## src/rtl/sec_pkg.sv

```systemverilog
package sec_pkg;
   typedef enum logic [1:0] {
      MODE_PLAIN = 2'd0,
      MODE_SEG   = 2'd1,
      MODE_GRP   = 2'd2,
      MODE_ALT   = 2'd3
   } ld_mode_e;

   typedef struct packed {
      logic eos;
      logic eob;
      logic eom;
   } ent_flags_t;
endpackage

```

## src/rtl/sec_pos.sv

```systemverilog
// Tracks block / segment position of the next stream entry and the
// grouped-mode visit bookkeeping.
module sec_pos
   import sec_pkg::*;
#(
   parameter int BLK_W = 8,
   parameter int K_W   = 4
) (
   input  logic             clk,
   input  logic             rst_n,
   input  logic             beat,
   input  ent_flags_t       flg,
   input  logic             grp_on,
   input  logic [K_W-1:0]   k,
   input  logic [BLK_W-1:0] nblk,
   output logic [BLK_W-1:0] blk,
   output logic [BLK_W-1:0] seg,
   output logic             visit_end,
   output logic             pass_end
);
   logic [BLK_W-1:0] blk_q, seg_q, grp_q;
   logic [K_W-1:0]   visit_q;

   assign visit_end = grp_on && beat &&
                      (flg.eob || (flg.eos && ((visit_q + K_W'(1)) == k)));
   assign pass_end  = visit_end && (blk_q == (nblk - BLK_W'(1)));
   assign blk = blk_q;
   assign seg = seg_q;

   always_ff @(posedge clk or negedge rst_n) begin
      if (!rst_n) begin
         blk_q   <= '0;
         seg_q   <= '0;
         grp_q   <= '0;
         visit_q <= '0;
      end else if (beat) begin
         if (grp_on) begin
            if (visit_end) begin
               visit_q <= '0;
               if (pass_end) begin
                  blk_q <= '0;
                  grp_q <= grp_q + BLK_W'(k);
                  seg_q <= grp_q + BLK_W'(k);
               end else begin
                  blk_q <= blk_q + BLK_W'(1);
                  seg_q <= grp_q;
               end
            end else if (flg.eos) begin
               seg_q   <= seg_q + BLK_W'(1);
               visit_q <= visit_q + K_W'(1);
            end
         end else begin
            if (flg.eob) begin
               blk_q <= blk_q + BLK_W'(1);
               seg_q <= '0;
            end else if (flg.eos) begin
               seg_q <= seg_q + BLK_W'(1);
            end
         end
      end
   end

   assert_visit_cap_R5: assert property (@(posedge clk) disable iff (!rst_n)
      grp_on |-> (visit_q < k));
endmodule

```

## src/rtl/sec_fill.sv

```systemverilog
// Element index within the section and the load termination decision.
module sec_fill
   import sec_pkg::*;
#(
   parameter int SECT = 8,
   localparam int IDX_W = $clog2(SECT)
) (
   input  logic             clk,
   input  logic             rst_n,
   input  logic             beat,
   input  ent_flags_t       flg,
   input  logic             seg_on,
   input  logic             visit_end,
   output logic [IDX_W-1:0] idx,
   output logic             last
);
   logic [IDX_W-1:0] idx_q;
   logic             full;

   assign full = (idx_q == IDX_W'(SECT - 1));
   assign last = beat && (full || flg.eob || flg.eom ||
                          (seg_on && flg.eos) || visit_end);
   assign idx  = idx_q;

   always_ff @(posedge clk or negedge rst_n) begin
      if (!rst_n)       idx_q <= '0;
      else if (last)    idx_q <= '0;
      else if (beat)    idx_q <= idx_q + IDX_W'(1);
   end
endmodule

```

## src/rtl/sparse_section_loader.sv

```systemverilog
module sparse_section_loader
   import sec_pkg::*;
#(
   parameter int SECT   = 8,
   parameter int KMAX   = 8,
   parameter int BLK_W  = 8,
   parameter int VAL_W  = 16,
   parameter bit GRP_EN = 1'b1,
   localparam int IDX_W = $clog2(SECT),
   localparam int LEN_W = $clog2(SECT + 1),
   localparam int K_W   = $clog2(KMAX + 1)
) (
   input  logic             clk,
   input  logic             rst_n,
   input  logic             cmd_valid,
   output logic             cmd_ready,
   input  logic [1:0]       cmd_mode,
   input  logic [K_W-1:0]   cmd_k,
   input  logic [BLK_W-1:0] cmd_blocks,
   input  logic             ent_valid,
   output logic             ent_ready,
   input  logic [VAL_W-1:0] ent_value,
   input  logic [IDX_W-1:0] ent_col,
   input  logic             ent_eos,
   input  logic             ent_eob,
   input  logic             ent_eom,
   output logic             vr_we,
   output logic [IDX_W-1:0] vr_idx,
   output logic [VAL_W-1:0] vr_value,
   output logic [IDX_W-1:0] vr_col,
   output logic             done,
   output logic [LEN_W-1:0] done_len,
   output logic [BLK_W-1:0] done_blk,
   output logic [BLK_W-1:0] done_seg,
   output logic             done_flush,
   output logic             finished
);
   if (SECT < 2 || SECT > 64) begin : g_bad_sect
      $error("SECT must lie in 2..64");
   end
   if (KMAX < 1 || KMAX > 8) begin : g_bad_kmax
      $error("KMAX must lie in 1..8");
   end
   if (K_W > BLK_W) begin : g_bad_blkw
      $error("BLK_W too narrow for KMAX");
   end

   ld_mode_e         mode_q;
   logic [K_W-1:0]   k_q, k_eff;
   logic [BLK_W-1:0] nblk_q;
   logic             busy_q, fin_q, done_q, flush_q;
   logic [LEN_W-1:0] len_q;
   logic [BLK_W-1:0] st_blk_q, st_seg_q;
   logic             accept, beat, last, grp_on, seg_on, visit_end, pass_end;
   logic [IDX_W-1:0] idx;
   logic [BLK_W-1:0] pos_blk, pos_seg;
   ent_flags_t       flg;

   assign flg       = '{eos: ent_eos, eob: ent_eob, eom: ent_eom};
   assign cmd_ready = !busy_q && !fin_q;
   assign ent_ready = busy_q;
   assign accept    = cmd_valid && cmd_ready;
   assign beat      = ent_valid && busy_q;
   assign seg_on    = (mode_q == MODE_SEG);

   if (GRP_EN) begin : g_grp
      assign grp_on = (mode_q == MODE_GRP);
   end else begin : g_nogrp
      assign grp_on = 1'b0;
   end

   always_comb begin
      if (cmd_k == '0)               k_eff = K_W'(1);
      else if (cmd_k > K_W'(KMAX))   k_eff = K_W'(KMAX);
      else                           k_eff = cmd_k;
   end

   sec_pos #(.BLK_W(BLK_W), .K_W(K_W)) u_pos (
      .clk(clk), .rst_n(rst_n), .beat(beat), .flg(flg), .grp_on(grp_on),
      .k(k_q), .nblk(nblk_q), .blk(pos_blk), .seg(pos_seg),
      .visit_end(visit_end), .pass_end(pass_end)
   );

   sec_fill #(.SECT(SECT)) u_fill (
      .clk(clk), .rst_n(rst_n), .beat(beat), .flg(flg), .seg_on(seg_on),
      .visit_end(visit_end), .idx(idx), .last(last)
   );

   always_ff @(posedge clk or negedge rst_n) begin
      if (!rst_n) begin
         mode_q   <= MODE_PLAIN;
         k_q      <= K_W'(1);
         nblk_q   <= '0;
         busy_q   <= 1'b0;
         fin_q    <= 1'b0;
         done_q   <= 1'b0;
         flush_q  <= 1'b0;
         len_q    <= '0;
         st_blk_q <= '0;
         st_seg_q <= '0;
      end else begin
         done_q  <= 1'b0;
         flush_q <= 1'b0;
         if (accept) begin
            busy_q   <= 1'b1;
            mode_q   <= ld_mode_e'(cmd_mode);
            k_q      <= k_eff;
            nblk_q   <= cmd_blocks;
            st_blk_q <= pos_blk;
            st_seg_q <= pos_seg;
         end
         if (last) begin
            busy_q  <= 1'b0;
            done_q  <= 1'b1;
            flush_q <= pass_end;
            len_q   <= LEN_W'(idx) + LEN_W'(1);
            if (ent_eom) fin_q <= 1'b1;
         end
      end
   end

   assign vr_we      = beat;
   assign vr_idx     = idx;
   assign vr_value   = ent_value;
   assign vr_col     = ent_col;
   assign done       = done_q;
   assign done_len   = len_q;
   assign done_blk   = st_blk_q;
   assign done_seg   = st_seg_q;
   assign done_flush = flush_q;
   assign finished   = fin_q;

   assert_len_range_R6: assert property (@(posedge clk) disable iff (!rst_n)
      done |-> (done_len != '0 && done_len <= LEN_W'(SECT)));
   assert_done_pulse_R6: assert property (@(posedge clk) disable iff (!rst_n)
      done |=> !done);
   assert_full_stop_R2: assert property (@(posedge clk) disable iff (!rst_n)
      (vr_we && vr_idx == IDX_W'(SECT - 1)) |=> (done && done_len == LEN_W'(SECT)));
   assert_seg_stop_R4: assert property (@(posedge clk) disable iff (!rst_n)
      (vr_we && mode_q == MODE_SEG && ent_eos) |=> done);
   assert_eom_fin_R10: assert property (@(posedge clk) disable iff (!rst_n)
      (vr_we && ent_eom) |=> finished);
   assert_locked_R10: assert property (@(posedge clk) disable iff (!rst_n)
      finished |-> (!cmd_ready && !ent_ready));
   assert_flush_grp_R8: assert property (@(posedge clk) disable iff (!rst_n)
      done_flush |-> (done && mode_q == MODE_GRP));
endmodule

```

## config.mk

```make
export PLATFORM = sky130hd
export DESIGN_NAME = sparse_section_loader
export DESIGN_NICKNAME = d
export VERILOG_FILES = /design/src/rtl/sec_pkg.sv /design/src/rtl/sec_pos.sv /design/src/rtl/sec_fill.sv /design/src/rtl/sparse_section_loader.sv
export SDC_FILE = /design/constraint.sdc
export NUM_CORES = 1
export LEC_CHECK = 0
export BUFFER_PORTS_ARGS = -buffer_cell sky130_fd_sc_hd__clkbuf_2
export CAP_MARGIN = 20
export CORE_AREA = 2 2 87 89
export CTS_CLUSTER_DIAMETER = 60
export CTS_CLUSTER_SIZE = 40
export DETAILED_ROUTE_END_ITERATION = 7
export DIE_AREA = 0 0 89 91
export PLACE_DENSITY = 0.79
export SLEW_MARGIN = 20
export SYNTH_ARGS = -nofsm -noshare
export SYNTH_HDL_FRONTEND = slang
export SYNTH_SLANG_ARGS = --single-unit
```

## constraint.sdc

```tcl
create_clock -name clk -period 2.92 [get_ports clk]
set_input_delay 0.584 -clock clk [delete_from_list [all_inputs] [get_ports clk]]
set_output_delay 0.584 -clock clk [all_outputs]
set_load 0.005 [all_outputs]
```

======== Yosys cells after proc, flatten, opt, wreduce, memory -nomap -nowiden ========
Cells that the tools add are included.
storage, ports and cells
  register bits after elaboration ......... 69
  bits of input ports ..................... 40
  logic and storage cells ................. 73
  output and inout port bits .............. 48
cells by class
  add/sub/neg operators ................... 7
  $lt $le $gt $ge ......................... 1
  equality and inequality tests ........... 6
  multiplexer cells ....................... 19
  reduce and logical (&&, ||, !) cells .... 25
operators with widths
  kind                 number
  $mux 8               9
  $add 8x1->8 const B  2
  $mux 4               4
  $logic_and 1x1->1    9
  $reduce_and 3->1     3
  $add 8x4->8          1
  $eq 8x8->1           1
  $reduce_bool 2->1    4
  $sub 8x1->8 const B  1
  $mux 3               2
  $logic_or 1x1->1     5
  $add 3x1->4 const B  1
  $add 4x1->4 const B  1
  $eq 4x4->1           1
  $gt 4x4->1 const B   1
  $logic_not 4->1      1
  $mux 1               4
  $add 3x1->3 const B  1
  $eq 3x3->1 const B   1
  $eq 2x1->1 const B   1
  $eq 2x2->1 const B   1
  $logic_not 1->1      2
  $ne 2x1->1 const B   1
  $reduce_and 2->1     1

======== Depth between registers and ports, before layout ========
  depth in word-level cells ............... 9
  mapped depth ............................ 9
  mapped depth without buffers ............ 9

======== By module ========
Synthesis repeated with hierarchy kept, for this count alone.
second synthesis, totals
  cells, all modules ...................... 365
  area, all modules ....................... 4002.6 µm²
modules (own cells, without submodules)
  module                 times used  sequential area each (µm²)  area each (µm²)  cells an instance
  sec_pos                1           700.7                       2093.3           233
  sparse_section_loader  1           952.2                       1731.7           115
  sec_fill               1           75.1                        177.7            17

======== Worst setup path before layout ========
OpenSTA, ideal clock, no wires.
  path kind ............................... register to register
  start ................................... register nblk_q[0]
  end ..................................... register u_pos.grp_q[2]
  data arrival time ....................... 2.384 ns
  setup slack ............................. 0.412 ns
  stages on the path, launching flop included .. 7
  library setup time ...................... 0.125 ns
  buffers on the path ..................... 0
  period minus slack after synthesis ...... 2.508 ns
  data required time ...................... 2.795 ns
  path through ............................ dfrtp_1 -> or4_4 -> or3_4 -> a2111oi_4 -> o21ai_2 -> nor2_1 -> mux2_2
between the ends
  longest elaborated chain between the ends .. 4
ends and longest elaborated chain
  item                    RTL line                      text
  start, declared         sparse_section_loader.sv:50   logic [BLK_W-1:0] nblk_q;
  start signal, assigned  sparse_section_loader.sv:108  nblk_q <= cmd_blocks;
  $sub 8x1->8             sec_pos.sv:26                 assign pass_end = visit_end && (blk_q == (nblk - BLK_W'(1)));
  $eq 8x8->1              sec_pos.sv:26
  $logic_and 1x1->1       sec_pos.sv:26
  $mux 8                  --
  end signal, assigned    sec_pos.sv:42                 grp_q <= grp_q + BLK_W'(k);
  end, declared           sec_pos.sv:21                 logic [BLK_W-1:0] blk_q, seg_q, grp_q;
No other way between the ends.
A chain may end at the register's enable or synchronous reset.

======== Final worst setup path ========
  start ................................... register nblk_q[2]
  end ..................................... register u_pos.grp_q[2]
Same word-level chain as after synthesis.

==> summary.txt <==
Run status
  – Outcome: finished clean

GRT
  – Antenna violations before repair: 0
  – Total gr overflow: 0
  – Total GRT Usage: 20.03%
  – First-pass GRT wire length: 12500 um
  – Vias in the first global route: 2721
  – Pin count of the biggest net entering global routing: 38

Synth
  – Post-synthesis sequential area ratio: 45.67%
  – Synth Instances: 352
  – Syn_nets: 403
  – Syn avg cell area: 10.75 um^2
  – Synth top area cells: dfrtp_1 45%, mux2_2 8.6%, xnor2_1 4.2%
  – Post-synth EDFFs: 0
  – Yosys cell types: 59
  – YS warnings: 0
  – Synth top area share: 44.97%
  – Post-synth top area cell: dfrtp_1
  – Top FF cell, synth: dfrtp_1
  – Async S/R FF share, synth: 100.0%
  – Syn Std Cell Area: 3784 um^2
  – Yosys reg bits: 69

STA
  – Period utilization: 92.05%
  – Fmax: 372.1 MHz
  – Final slew viol count: 0
  – Period minus WS final: 2.688 ns
  – Final Skew: 0.008434 ns
  – Setup TNS: 0 ns
  – Max-slew headroom: 49.52%
  – Setup violators final: 0
  – Fin. Hold Viols: 0
  – RSZ-0062 raised after global routing: false
  – Tightest Pin Transition: 0.7572 ns

Clock network
  – Root buffer cell: clkbuf_8
  – Longest Clk Path Bufs: 2
  – Clock Latency Late Sink: 0.35 ns
  – Clock sink count: 69
  – CTS tree: yes
  – CTS Hold Buffers Added: 0
  – CTS Buf Count: 9
  – Postcts setup bufs: 0
  – H-tree levels: 3
  – Post-cts gate resize count: 0
  – Clock slew at reported path FFs: 0.07 ns

Worst setup path
  – Slowest stage delay, CP: 0.57 ns
  – Startpoint types: flip-flop
  – Arrival time of the worst setup path: 2.92 ns
  – CP Class: flip-flop to flip-flop
  – Worst-path cell chain: or4_4 -> or3_4 -> a2111oi_4 -> o21ai_2 -> nor2_1 -> mux2_2
  – Slowest CP cell: or4_4
  – Crit Path Max Fanout: 5
  – Worst path required time: 3.15 ns
  – Crit. End Element: flip-flop

Power and ir drop
  – Final Power: 3222 uW
  – PD cells: 766.8 nW/um^2
  – Peak supply drop: 0.3726 mV
  – P_leak: 0.001982 uW

Run
  – Max cap viols: 0

Worst hold path
  – Hold Crit Class: primary input to asynchronous set/reset pin

Place
  – GP Congestion: 0.9142
  – Port Buffers: 49
  – Detailed placement HPWL: 5573 um

Detailed routing
  – Post-route ant nets: 0
  – Drc violations: 0
  – DR WL/cell: 15.24 um
  – Post-Route WL: 7485 um
  – Vias per inst: 5.619
  – Iteration-0 DRC Markers: 178
  – Via count: 2759
  – Router iterations before antenna repair: 4

Finish
  – # diodes: 0
  – Syn-to-layout area delta: 11.04%
  – Filler cell count: 611
  – Ratio of cells with drive above 1 in the final layout: 29.59%
  – Final #Nets: 438

Die
  – Starting Density: 53.02%
  – Die height: 91 um
  – Placeable Area: 7137 um^2
  – # IOs: 88
  – Die W: 89 um
  – Row count: 31
  – DIE AREA: 8099 um^2
[cell type report]
type	count	area [um^2]	share of cell area (%)
inverters	11	41.29	0.9827
repair buffers	57	317.8	7.564
clock buffers	12	155.1	3.693
multi-input cells	239	1813	43.15
clock inverters	4	22.52	0.5360
well taps	99	123.9	2.948
flip-flops and latches	69	1728	41.13
[per-stage QoR]
stage | hold WS (ns) | instances | setup slack, ns | instance area, um^2 | util (%)
global route | 0.3523 | 491 | 0.08580 | 4202 | 58.87
floorplan | 0.2884 | 352 | 0.4115 | 3784 | -
detailed placement | 0.4954 | 475 | 0.2400 | 4019 | 56.31
finish | 0.2982 | 491 | 0.2322 | 4202 | 58.87
CTS | 0.3126 | 491 | 0.1479 | 4197 | 58.80
global placement | 0.4889 | 475 | 0.3360 | 4019 | 56.31
[synth_stat cells, drive strengths merged, types with 3 or more instances]
cell type  number
xnor2          18
nor2           26
nor4            6
a211o           3
nor3b           3
a221o           3
o311ai          3
dfrtp          68
ha             10
xor2           10
a21o           10
o211ai          3
nor3           11
inv            11
nor2b           3
clkbuf         10
nand3          11
buf            23
a21oi           7
nand2          19
nand4           5
or4             4
o21ai          22
or3             4
mux2           29
[routing by layer]
layer | share of wire [%] | global-route usage, %
met1 | 45 | 25.75
met2 | 49 | 32.59
met3 | 5.4 | 4.818
met4 | 1.3 | 7.214
met5 | 0 | 0
[path summary, 6_finish.rpt]
check	from	slack (ns)	cells after the start	end
max	nblk_q[2]$_DFFE_PN0P_	0.23	6	u_pos.grp_q[2]$_DFFE_PN0P_
min	rst_n	0.30	1	done_blk[6]$_DFFE_PN0P_
max reg2reg	nblk_q[2]$_DFFE_PN0P_	0.23	6	u_pos.grp_q[2]$_DFFE_PN0P_
min reg2reg	done_blk[7]$_DFFE_PN0P_	0.51	1	done_blk[7]$_DFFE_PN0P_
max in group asynchronous	rst_n	1.97	2	u_pos.blk[1]$_DFFE_PN0P_
min in group clk	cmd_k[3]	0.41	2	k_q[0]$_DFFE_PN1P_
[kinds of logic (layout without fill, tap and decap cells)]
kind of cell	after synthesis	after routing	share of synthesized area, %
XOR/XNOR	30	30	7.672
AND/OR/NAND/NOR	102	102	14.35
multiplexers	29	29	8.631
adder cells (fa/ha/maj)	11	11	3.836
flip-flops	69	69	45.67
buffers and inverters	44	84	6.548
AO/OA/AOI/OAI	67	67	13.29
[worst max-delay path, delay by kind of cell, from the launching register on]
family | cells | cell delay (ns)
multiplexers | 1 | 0.37
AO/OA/AOI/OAI | 2 | 0.57
AND/OR/NAND/NOR | 3 | 1.19
flip-flops | 1 | 0.44
[cell usage in the layout (no fill, tap or decap), types with 2 or more instances in the layout]
| cell | count |
|---|---|
| a221o_1 | 3 |
| a22o_1 | 2 |
| nor2b_1 | 3 |
| nand4_1 | 5 |
| or3_1 | 3 |
| o211ai_1 | 3 |
| a211o_1 | 3 |
| xor2_1 | 10 |
| nor4_1 | 5 |
| ha_1 | 10 |
| nand2_1 | 19 |
| o21ai_0 | 21 |
| buf_4 | 7 |
| nand3_1 | 11 |
| a32o_1 | 2 |
| nor3b_1 | 2 |
| clkbuf_2 | 48 |
| nand3b_1 | 2 |
| a21o_1 | 9 |
| xnor3_1 | 2 |
| xnor2_1 | 18 |
| o311ai_2 | 2 |
| a21oi_1 | 7 |
| clkinv_2 | 3 |
| or4_1 | 3 |
| nor2_1 | 26 |
| dfrtp_1 | 68 |
| mux2_2 | 29 |
| inv_1 | 11 |
| nor3_1 | 11 |
| clkbuf_8 | 11 |
[sequential cells by signal, indices dropped and copies added, names as in the netlist]
| signal | count |
|---|---|
| u_fill.idx | 3 |
| done_len | 4 |
| nblk_q | 8 |
| u_pos.grp_q | 8 |
| ent_ready | 1 |
| u_pos.visit_q | 4 |
| done | 1 |
| finished | 1 |
| done_flush | 1 |
| mode_q | 2 |
| done_seg | 8 |
| u_pos.blk | 8 |
| u_pos.seg | 8 |
| k_q | 4 |
| done_blk | 8 |
[power breakdown]
group	switching, uW	internal, uW
combinational	533	550
sequential	254	1190
clock	343	350
(Power assumes the default switching activity.)
